## src/rtl/crit_fill_pkg.sv

```systemverilog
package crit_fill_pkg;
  typedef enum logic {
    FILL_IDLE = 1'b0,
    FILL_RUN  = 1'b1
  } fill_state_e;
endpackage

```

## src/rtl/crit_fill_order.sv

```systemverilog
module crit_fill_order #(
  parameter int BEATS = 16,
  localparam int IDX_W = $clog2(BEATS)
) (
  input  logic             clk_i,
  input  logic             rst_ni,
  input  logic             start_i,
  input  logic [IDX_W-1:0] start_idx_i,
  input  logic             step_i,
  output logic [IDX_W-1:0] idx_o,
  output logic             first_o,
  output logic             last_o
);
  logic [IDX_W-1:0] idx_q, cnt_q;

  always_ff @(posedge clk_i or negedge rst_ni) begin
    if (!rst_ni) begin
      idx_q <= '0;
      cnt_q <= '0;
    end else if (start_i) begin
      idx_q <= start_idx_i;
      cnt_q <= '0;
    end else if (step_i) begin
      // wrap order: next chunk modulo the chunk count
      idx_q <= (idx_q == IDX_W'(BEATS-1)) ? '0 : idx_q + 1'b1;
      cnt_q <= cnt_q + 1'b1;
    end
  end

  assign idx_o   = idx_q;
  assign first_o = (cnt_q == '0);
  assign last_o  = (cnt_q == IDX_W'(BEATS-1));

  assert_start_idx_R2: assert property (@(posedge clk_i) disable iff (!rst_ni)
    start_i |=> idx_o == $past(start_idx_i));
  assert_step_moves_R3: assert property (@(posedge clk_i) disable iff (!rst_ni)
    (step_i && !start_i) |=> idx_o != $past(idx_o));
endmodule

```

## src/rtl/crit_fill_track.sv

```systemverilog
module crit_fill_track #(
  parameter int BEATS = 16,
  parameter int TAG_W = 26,
  localparam int IDX_W = $clog2(BEATS)
) (
  input  logic             clk_i,
  input  logic             rst_ni,
  input  logic             clear_i,
  input  logic             set_i,
  input  logic [IDX_W-1:0] set_idx_i,
  input  logic             busy_i,
  input  logic [TAG_W-1:0] line_tag_i,
  input  logic [TAG_W-1:0] look_tag_i,
  input  logic [IDX_W-1:0] look_idx_i,
  output logic             hit_o,
  output logic             stall_o
);
  logic [BEATS-1:0] arrived_q;
  logic             same_line;

  always_ff @(posedge clk_i or negedge rst_ni) begin
    if (!rst_ni)      arrived_q <= '0;
    else if (clear_i) arrived_q <= '0;
    else if (set_i)   arrived_q[set_idx_i] <= 1'b1;
  end

  assign same_line = busy_i && (look_tag_i == line_tag_i);
  assign hit_o     = same_line &&  arrived_q[look_idx_i];
  assign stall_o   = same_line && !arrived_q[look_idx_i];

  assert_hit_stall_excl_R9: assert property (@(posedge clk_i) disable iff (!rst_ni)
    !(hit_o && stall_o));
  assert_idle_no_hit_R9: assert property (@(posedge clk_i) disable iff (!rst_ni)
    !busy_i |-> !(hit_o || stall_o));
endmodule

```

## src/rtl/crit_fill.sv

```systemverilog
module crit_fill #(
  parameter int ADDR_W     = 32,
  parameter int LINE_BYTES = 64,
  parameter int BUS_BYTES  = 4,
  localparam int BUS_W  = 8 * BUS_BYTES,
  localparam int BEATS  = LINE_BYTES / BUS_BYTES,
  localparam int IDX_W  = $clog2(BEATS),
  localparam int BOFF_W = $clog2(BUS_BYTES),
  localparam int OFF_W  = $clog2(LINE_BYTES),
  localparam int TAG_W  = ADDR_W - OFF_W
) (
  input  logic              clk_i,
  input  logic              rst_ni,
  input  logic              req_valid_i,
  input  logic [ADDR_W-1:0] req_addr_i,
  output logic              busy_o,
  output logic [ADDR_W-1:0] mem_addr_o,
  input  logic              mem_valid_i,
  input  logic [BUS_W-1:0]  mem_data_i,
  output logic [BEATS-1:0]  line_we_o,
  output logic [BUS_W-1:0]  line_wdata_o,
  output logic              crit_valid_o,
  output logic [BUS_W-1:0]  crit_data_o,
  output logic              fill_done_o,
  input  logic [ADDR_W-1:0] lookup_addr_i,
  output logic              lookup_hit_o,
  output logic              lookup_stall_o
);
  import crit_fill_pkg::*;

  fill_state_e      state_q;
  logic [TAG_W-1:0] tag_q;
  logic             start, beat, first, last;
  logic [IDX_W-1:0] idx;
  logic             crit_v_q;
  logic [BUS_W-1:0] crit_d_q;

  assign busy_o = (state_q == FILL_RUN);
  assign start  = !busy_o && req_valid_i;
  assign beat   = busy_o && mem_valid_i;

  always_ff @(posedge clk_i or negedge rst_ni) begin
    if (!rst_ni) begin
      state_q <= FILL_IDLE;
      tag_q   <= '0;
    end else if (start) begin
      state_q <= FILL_RUN;
      tag_q   <= req_addr_i[ADDR_W-1:OFF_W];
    end else if (beat && last) begin
      state_q <= FILL_IDLE;
    end
  end

  crit_fill_order #(.BEATS(BEATS)) u_order (
    .clk_i       (clk_i),
    .rst_ni      (rst_ni),
    .start_i     (start),
    .start_idx_i (req_addr_i[OFF_W-1:BOFF_W]),
    .step_i      (beat),
    .idx_o       (idx),
    .first_o     (first),
    .last_o      (last)
  );

  crit_fill_track #(.BEATS(BEATS), .TAG_W(TAG_W)) u_track (
    .clk_i      (clk_i),
    .rst_ni     (rst_ni),
    .clear_i    (start),
    .set_i      (beat),
    .set_idx_i  (idx),
    .busy_i     (busy_o),
    .line_tag_i (tag_q),
    .look_tag_i (lookup_addr_i[ADDR_W-1:OFF_W]),
    .look_idx_i (lookup_addr_i[OFF_W-1:BOFF_W]),
    .hit_o      (lookup_hit_o),
    .stall_o    (lookup_stall_o)
  );

  // requested word released one cycle after the first beat
  always_ff @(posedge clk_i or negedge rst_ni) begin
    if (!rst_ni) begin
      crit_v_q <= 1'b0;
      crit_d_q <= '0;
    end else begin
      crit_v_q <= beat && first;
      if (beat && first) crit_d_q <= mem_data_i;
    end
  end

  assign crit_valid_o = crit_v_q;
  assign crit_data_o  = crit_d_q;
  assign mem_addr_o   = {tag_q, idx, {BOFF_W{1'b0}}};
  assign line_we_o    = beat ? (BEATS'(1) << idx) : '0;
  assign line_wdata_o = mem_data_i;
  assign fill_done_o  = beat && last;

  assert_we_onehot_R3: assert property (@(posedge clk_i) disable iff (!rst_ni)
    $onehot0(line_we_o));
  assert_crit_pulse_R4: assert property (@(posedge clk_i) disable iff (!rst_ni)
    crit_valid_o |=> !crit_valid_o);
  assert_done_leaves_R5: assert property (@(posedge clk_i) disable iff (!rst_ni)
    fill_done_o |=> !busy_o);
  assert_busy_req_ignored_R7: assert property (@(posedge clk_i) disable iff (!rst_ni)
    (busy_o && !fill_done_o) |=> (busy_o && $stable(mem_addr_o[ADDR_W-1:OFF_W])));
  assert_idle_no_we_R10: assert property (@(posedge clk_i) disable iff (!rst_ni)
    !busy_o |-> (line_we_o == '0 && !fill_done_o));
endmodule

```

## config.mk

```make
export PLATFORM = sky130hd
export DESIGN_NAME = crit_fill
export DESIGN_NICKNAME = d
export VERILOG_FILES = /design/src/rtl/crit_fill_pkg.sv /design/src/rtl/crit_fill_order.sv /design/src/rtl/crit_fill_track.sv /design/src/rtl/crit_fill.sv
export SDC_FILE = /design/constraint.sdc
export NUM_CORES = 1
export LEC_CHECK = 0
export BUFFER_PORTS_ARGS = -buffer_cell sky130_fd_sc_hd__buf_2
export CORE_MARGIN = 2
export CORE_UTILIZATION = 45
export CTS_CLUSTER_DIAMETER = 150
export DETAILED_ROUTE_END_ITERATION = 12
export HOLD_SLACK_MARGIN = 0.05
export PLACE_DENSITY = 0.8
export SLEW_MARGIN = 40
export SYNTH_ARGS = -nofsm -noshare
export SYNTH_HDL_FRONTEND = slang
export SYNTH_SLANG_ARGS = --single-unit
```

## constraint.sdc

```tcl
create_clock -name clk_i -period 1.66 [get_ports clk_i]
set_input_delay 0 -clock clk_i [delete_from_list [all_inputs] [get_ports clk_i]]
set_output_delay 0 -clock clk_i [all_outputs]
set_load 0.005 [all_outputs]
```

## Word-level counts from Yosys, hierarchy flattened

Cells that the tools add are included.

| operators by class | value |
|---|---|
| shift-type cells | 1 |
| reductions and logical operators | 13 |
| bitwise gates (word level) | 1 |
| equal/unequal tests | 3 |
| mux-type cells | 14 |
| magnitude comparators | 3 |
| add/subtract/negate cells | 2 |

Operator list:

| operator | number |
|---|---|
| 16-bit two-way mux | 3 |
| 26-bit equality test | 1 |
| 4-bit two-way mux | 5 |
| 16-bit bitwise OR | 1 |
| 1-bit by 4-bit << shifter with 16-bit output (first input constant) | 1 |
| 4-bit by 5-bit less-than comparator with 1-bit output (second input constant) | 2 |
| 4-bit by 1-bit adder with 4-bit output (second input constant) | 2 |
| 4-bit equality test (second input constant) | 2 |
| 1-bit logical AND | 8 |
| 1-bit binary-select mux with 4-bit select | 1 |
| 1-bit demux with 4-bit select | 1 |
| 4-bit by 1-bit greater-or-equal comparator with 1-bit output (second input constant) | 1 |
| 4-bit logical NOT | 1 |
| 1-bit two-way mux | 4 |
| 2-bit nonzero test | 2 |
| 1-bit logical NOT | 2 |

| storage, ports and cells | value |
|---|---|
| word-level logic and storage cells | 44 |
| bits of input ports | 100 |
| output and inout port bits | 117 |
| bits in registers | 84 |

## Logic depth before layout (Yosys ltp)

Gate-level depths: netlist of the first run.

| depth | value |
|---|---|
| depth in word-level cells | 7 |
| gate-level depth with buffers | 5 |
| gate-level depth less buffers | 5 |

## Cells and area by module

Synthesis of the first run repeated with hierarchy kept, for this count alone.

| unflattened totals | value |
|---|---|
| cell total of the unflattened synthesis | 341 |
| area, all modules | 4249.1 µm² |

By module, submodules not included:

| module | times used | seq. area each (µm²) | cells each | area an instance (µm²) |
|---|---|---|---|---|
| crit_fill | 1 | 1501.4 | 190 | 2750.1 |
| crit_fill_track | 1 | 400.4 | 104 | 1052.3 |
| crit_fill_order | 1 | 200.2 | 47 | 446.7 |

## Least setup slack after synthesis of the first run

No wires, ideal clock.

| timing | value |
|---|---|
| path kind | register to register |
| start point | register state_q, in the netlist busy_o |
| end point | register crit_d_q[16], in the netlist crit_data_o[16] |
| data required time | 1.535 ns |
| cell stages (with the launch flop) | 6 |
| data arrival time | 1.378 ns |
| clock period less this slack | 1.502 ns |
| buffers on the path | 2 |
| path slack | 0.158 ns |
| setup time | 0.125 ns |
| path through | dfrtp_1 and2_1 buf_4 nand3_4 buf_2 mux2_2 |

| on the way | value |
|---|---|
| cells in the longest elaborated chain, start to end | 2 |

RTL lines:

| what | line | RTL |
|---|---|---|
| start: declaration | crit_fill.sv:31 | `fill_state_e state_q;` |
| start signal: assignment | crit_fill.sv:44 | `state_q <= FILL_IDLE;` |
| start signal: assignment | crit_fill.sv:47 | `state_q <= FILL_RUN;` |
| start signal: assignment | crit_fill.sv:50 | `state_q <= FILL_IDLE;` |
| 1-bit logical AND | crit_fill.sv:40 | `assign beat = busy_o && mem_valid_i;` |
| 1-bit logical AND | crit_fill.sv:86 | `if (beat && first) crit_d_q <= mem_data_i;` |
| end signal: assignment | crit_fill.sv:86 |  |
| end: declaration | crit_fill.sv:36 | `logic [BUS_W-1:0] crit_d_q;` |

Every way passes these cells.
A chain may end at the register's enable or synchronous reset.

## Worst setup path after layout of the first run

| timing | value |
|---|---|
| start point | register tag_q[15] |
| end point | output port lookup_hit_o |

| on the way | value |
|---|---|
| cells in the longest elaborated chain, start to end | 3 |

RTL lines:

| what | line | RTL |
|---|---|---|
| start: declaration | crit_fill.sv:32 | `logic [TAG_W-1:0] tag_q;` |
| start signal: assignment | crit_fill.sv:48 | `tag_q <= req_addr_i[ADDR_W-1:OFF_W];` |
| 26-bit equality test | crit_fill_track.sv:27 | `assign same_line = busy_i && (look_tag_i == line_tag_i);` |
| 1-bit logical AND | crit_fill_track.sv:27 |  |
| 1-bit logical AND | crit_fill_track.sv:28 | `assign hit_o = same_line && arrived_q[look_idx_i];` |
| end: declaration | crit_fill.sv:26 | `output logic lookup_hit_o,` |

Every way passes these cells.

==> run metrics, run 1 <==
status finished, violations left; failing checks setup timing; R2R Setup Slk ~100 ps; most common cell after layout, fill and taps aside buf_2; RSZ-0062 raised after global routing yes; slew margin rel. 0.6322; DR WL met3 a little under 800 µm; 1st-iter DRT viols roughly 130; WL/cell approximately 17 µm; period utilization 1.190; CTS root buf clkbuf_8; drt drc 0; CTS buffer count 9; sequential element share of the synthesized area 0.5164; TritonRoute pass-1 iters 4; Post-DRT Antenna Nets 0; # rows 34; Power Dens Cells between 1000 and 1500 nW/µm²; worst r2r dst crit_data_o[19]; maxcap violations 0; largest net degree at the start of global routing 44; Slew @ Worst Pin approximately 550 ps; fill count approximately 630; post-synthesis cell area roughly 4000 µm²; critical path required time about 1700 ps; final hold violations 0; depth of the most critical reg-to-reg path 5; Final Net Count 741; H-Tree Depth 3; DP Wirelength ~7900 µm; global-route wire length before repair around 19000 µm; Worst Hold Class input port to asynchronous set/reset pin; Crit-path slowest cell or4_4; Reg clk slew, reported paths around 90 ps; critical setup path kind flip-flop to output port; fmax approximately 0.51 GHz; final worst slack -315.4 ps; Primary FF master, synth dfrtp_1; worst path cell trace xnor2_1, nand4_1, or4_4, nor3b_2, buf_2; vias per cell 5.058; Placement Setup Slack -89.36 ps; register bit count reported by yosys 84; Avg Cell Area, Syn around 11 µm²; Crit. End Element output port; register area around 2100 µm²; die width slightly below 100 µm; Worst path max stage delay between 500 and 600 ps; Detailed Route WL 12510 µm; IO Pins 217; Die ar. between 9000 and 10000 µm²; CTS tree done; CP max FO 2; met2 WL post-DR around 6700 µm; Placer Congestion 0.8897; area of the multi-input gates roughly 1800 µm²; Max clock buf depth 2; most frequent cells in the layout buf_2, dfrtp_1, nand2_1, dlygate4sd3_1, mux2_2; M1 WL roughly 4800 µm; vias in the first global route 3721; count of cell types in the netlist 37; Worst Skew approximately 10 ps; Lkg Pwr 3.292 nW; Area Overhead vs Synth 52.29%; final setup fails 2; die height slightly below 100 µm; worst path bufs/invs 1; Finished Core Util 0.7073; Crit path max-delay family simple AND/OR/NAND/NOR gates; grt total ovfl 0; Max Used Layer met4; Mapped Cells around 370; Port Buffer Count between 200 and 250; CP startpoint kind flip-flop; ANT cells 0; antenna violations before repair 0; VDD IR max approximately 0.85 mV; post-route setup TNS -591.0 ps; max-slew violations 0; clock sinks 84; Final min period a little under 2000 ps; DR vias 3773; Synth Warn # 0; Post-synth EDFFs 0; worst path arrival time about 2000 ps; Worst-Skew Late Latency 340 ps; layout cells sized above 1 0.4828; Initial Utilization 0.4644; asr flop ratio synth 1.000; Total GRT Usage 0.2412; placeable core area between 8000 and 9000 µm²; worst r2r src busy_o
[repair_timing]
item	in CTS	in global routing
endpoints found under the setup margin	15	11
gates resized for setup	18	11
buffers inserted	7	4
pin swaps	13	5
hold buffers	64	1
hold endpoints to repair	104	1
[where the power goes]
part	internal (W)	total (W)	switching, W
clock network	0.00109	0.00182	0.000737
logic	0.00157	0.00276	0.00118
registers	0.00279	0.00330	0.000510
[Yosys cell counts, drive strengths merged, types with 5 or more instances]
cell type | instances | share of area
dfrtp | 84 | 0.52
nand2 | 83 | 0.077
buf | 41 | 0.072
mux2 | 32 | 0.089
xnor2 | 15 | 0.032
and2 | 12 | 0.018
a21o | 11 | 0.020
xor2 | 11 | 0.024
ha | 8 | 0.025
and3 | 7 | 0.011
clkbuf | 7 | 0.0068
nor2 | 7 | 0.0065
o21ai | 7 | 0.0086
inv | 6 | 0.0055
nand4 | 5 | 0.0077
[worst reg2reg max path, delay by kind of cell, from the launching register on]
kind	cells	cell delay (ps)
buf+inv	2	340
simple gates	2	310
flops	1	390
mux	1	410
[cell families (layout without fill, tap and decap cells)]
logic type                 count (synthesis)  in the layout  share of synthesized area
AOI/OAI and AO/OA                         31             31                    0.05318
muxes                                     39             39                     0.1217
other                                      1              2                  0.0009213
xor gates and xnor gates                  26             26                    0.05595
adders and majority gates                  8              8                    0.02459
and+or+nand+nor                          128            128                     0.1433
buffers and inverters                     54            320                    0.08392
DFF                                       84             84                     0.5164
[worst max-delay path by stage]
stage | start | to | slack (ps) | cells past startpoint
floorplan | busy_o | crit_data_o[16] | 160 | 5
global placement | tag_q[4] | lookup_hit_o | 70 | 5
detailed placement | tag_q[19] | lookup_hit_o | -90 | 5
CTS | tag_q[24] | lookup_hit_o | -270 | 5
global route | tag_q[15] | lookup_hit_o | -400 | 5
finish | tag_q[15] | lookup_hit_o | -320 | 5
[layout make-up]
type                    instances  area share
multi-input cells             234      0.2848
inverters                       6    0.003633
repair buffers                298      0.3088
clock inverters                 5     0.01736
clock buffers                  11     0.02442
well taps                     108     0.02180
flip-flops and latches         84      0.3391
[stage by stage]
stage	hold WS (ps)	cell area, µm²	cells	power (W)
2_1_floorplan	-295.6	4074	372	0.004620
3_3_place_gp	5.884	5081	655	0.005610
3_5_place_dp	17.48	5081	655	0.005768
4_1_cts	50.94	6100	741	0.007791
5_1_grt	203.2	6198	746	0.008327
6_report	167.1	6198	746	0.007882
[sequential cells by signal, summed over array words and instances (netlist names)]
name	count
u_track.arrived_q	16
tag_q	26
u_order.cnt_q	4
busy_o	1
crit_valid_o	1
crit_data_o	32
u_order.idx_o	4
[routing by layer]
metal | track usage | vias up
met5 | 0 | -
li1 | - | 1727
met1 | 0.2822 | 1840
met3 | 0.05481 | 29
met4 | 0.08851 | 0
met2 | 0.4330 | 177
No activity file was read; power rests on OpenSTA's default activity.
==> inputs of run 2 (changes only) <==
--- a/config.mk
+++ b/config.mk
@@ -7,11 +7,12 @@
 export LEC_CHECK = 0
 export BUFFER_PORTS_ARGS = -buffer_cell sky130_fd_sc_hd__buf_2
 export CORE_MARGIN = 2
-export CORE_UTILIZATION = 45
+export CORE_UTILIZATION = 41
 export CTS_CLUSTER_DIAMETER = 150
 export DETAILED_ROUTE_END_ITERATION = 12
 export HOLD_SLACK_MARGIN = 0.05
-export PLACE_DENSITY = 0.8
+export PLACE_DENSITY_LB_ADDON = 0.12
+export SETUP_SLACK_MARGIN = 0.1
 export SLEW_MARGIN = 40
 export SYNTH_ARGS = -nofsm -noshare
 export SYNTH_HDL_FRONTEND = slang
==> constraint.sdc (replaced) <==
create_clock -name clk_i -period 1.7 [get_ports clk_i]
set_input_delay 0 -clock clk_i [delete_from_list [all_inputs] [get_ports clk_i]]
set_output_delay 0 -clock clk_i [all_outputs]
set_load 0.005 [all_outputs]
==> run 2 against run 1 <==
Compared with the run above:
- the run still ends with setup timing left
- routed wire length is 6.9% lower
- cell count grew 3.6%
- clock skew down 4.7 ps
- global-route usage down 3.3 points
- via count shrank 3.8%
- total power shrank 5.9%
- first-iteration DRC count is 24% lower
- register-to-register slack barely moved
- combinational power up 8.0%
- clock-buffer cell count did not move
- non-clock buffer count up 4
==> run metrics, run 2 (same netlist as run 1, synthesis figures left out) <==
ANT cells 0; Lkg Pwr between 3 and 4 nW; Power Dens Cells 1179 nW/µm²; max reg flops 32; IO Pins about 220; Placement Setup Slack ~90 ps; Post-DRT Antenna Nets 0; global-route wire length before repair about 18000 µm; status finished, violations left; max-slew violations 0; Area Overhead vs Synth 54.47%; die width around 100 µm; clock sinks between 80 and 90; CP max FO 3; Final min period around 1900 ps; most frequent cells in the layout buf_2, nand2_1, dfrtp_1, dlygate4sd3_1, mux2_4; Worst-Skew Late Latency 350 ps; Total GRT Usage 0.2079; # rows 36; failing checks setup timing; die height between 100 and 150 µm; Die ar. roughly 11000 µm²; Finished Cell Area 6287 µm²; CP startpoint kind flip-flop; Port Buffer Count 210; Max clock buf depth 2; Internal Power approximately 0.0051 W; Crit. End Element output port; Worst Skew 5.683 ps; largest net degree at the start of global routing 49; WL/cell ~15 µm; worst path arrival time 1900 ps; maxcap violations 0; placeable core area a little under 10000 µm²; clock share of power 0.163; layout cells sized above 1 0.4906; Initial Utilization 0.4203; Worst Hold Class input port to asynchronous set/reset pin; Final Net Count 745; drt drc 0; CTS tree done; vias in the first global route 3625; DP Wirelength 7621 µm; critical setup path kind flip-flop to output port; sequential share of power 0.436; register area around 2100 µm²; DR vias approximately 3600; antenna violations before repair 0; period utilization 1.116; final setup fails 2; critical path required time ~1700 ps; 1st-iter DRT viols 98; Reg clk slew, reported paths 80 ps; Area after DPL 5087 µm²; grt total ovfl 0; switch share 0.3138; area of the multi-input gates 1861 µm²; final hold violations 0; Comb power frac 0.401; Detailed Route WL 11650 µm; net switching power about 0.0023 W; fmax between 0.5 and 0.6 GHz; Placer Congestion ~0.83; most common cell after layout, fill and taps aside buf_2; RSZ-0062 raised after global routing yes; CTS buffer count 9; final worst slack -197.6 ps; vias per cell ~4.7; TritonRoute pass-1 iters 4; VDD IR max between 0.7 and 0.8 mV; H-Tree Depth 3; fill count roughly 780; CTS root buf clkbuf_8
==> run 2: path summary, 6_finish.rpt <==
kind,start,to,slack (ps),cells past startpoint
min in group clk_i,req_addr_i[27],tag_q[21],380,4
max reg2reg,busy_o,crit_data_o[23],100,6
max in group asynchronous,rst_ni,tag_q[4],900,3
min reg2reg,u_track.arrived_q[1],u_track.arrived_q[1],480,1
max,tag_q[15],lookup_stall_o,-200,5
min,rst_ni,crit_data_o[21],140,2
==> run 2: layer usage <==
layer  up-vias  part of all wire  track usage
met2       138              0.52       0.3666
met5         -                 0            0
met1      1743              0.40       0.2443
met4         0             0.021      0.09846
li1       1729                 -            -
met3        18             0.054      0.03965
==> run 2: final cells by class <==
cell class | count | area share
inverter | 6 | 0.003582
clock inverter | 3 | 0.002388
tap | 133 | 0.02647
multi-input combinational | 234 | 0.2959
clock buffer | 11 | 0.02249
timing repair buffer | 302 | 0.3144
sequential | 84 | 0.3347
==> run 2: repair_timing <==
item | CTS | global route
endpoints found under the setup margin | 18 | 16
hold endpoints to repair | 139 | 0
pin swaps | 9 | 10
hold buffers | 65 | 0
resized for setup | 16 | 55
buffers inserted | 10 | 6
==> run 2: critical path, cell delays in order (launching register included) <==
cell,delay (ps)
dfrtp_1,410
xnor2_1,150
nand4_1,100
or4_4,560
nor3_2,200
buf_2,140
==> run 2: power by group through the flow <==
stage          Combinational (W)  Sequential, W  Clock (W)
2_1_floorplan            0.00133        0.00318          0
3_3_place_gp             0.00235        0.00315          0
3_5_place_dp             0.00239        0.00319          0
4_1_cts                  0.00261        0.00316    0.00126
5_1_grt                  0.00324        0.00333    0.00132
6_report                 0.00298        0.00323    0.00121
==> run 2: metrics by stage <==
step / setup TNS [ps] / util / instances / hold slack, ps / total power, W
finish: -393.3 / 0.6492 / 773 / 143.0 / 0.007415
global route: -580.9 / 0.6492 / 773 / 209.4 / 0.007895
CTS: -413.5 / 0.6216 / 767 / 149.9 / 0.007038
detailed placement: 0 / 0.5253 / 678 / -4.790 / 0.005587
global placement: 0 / 0.5253 / 678 / -7.718 / 0.005503
floorplan: 0 / - / 372 / -295.6 / 0.004512
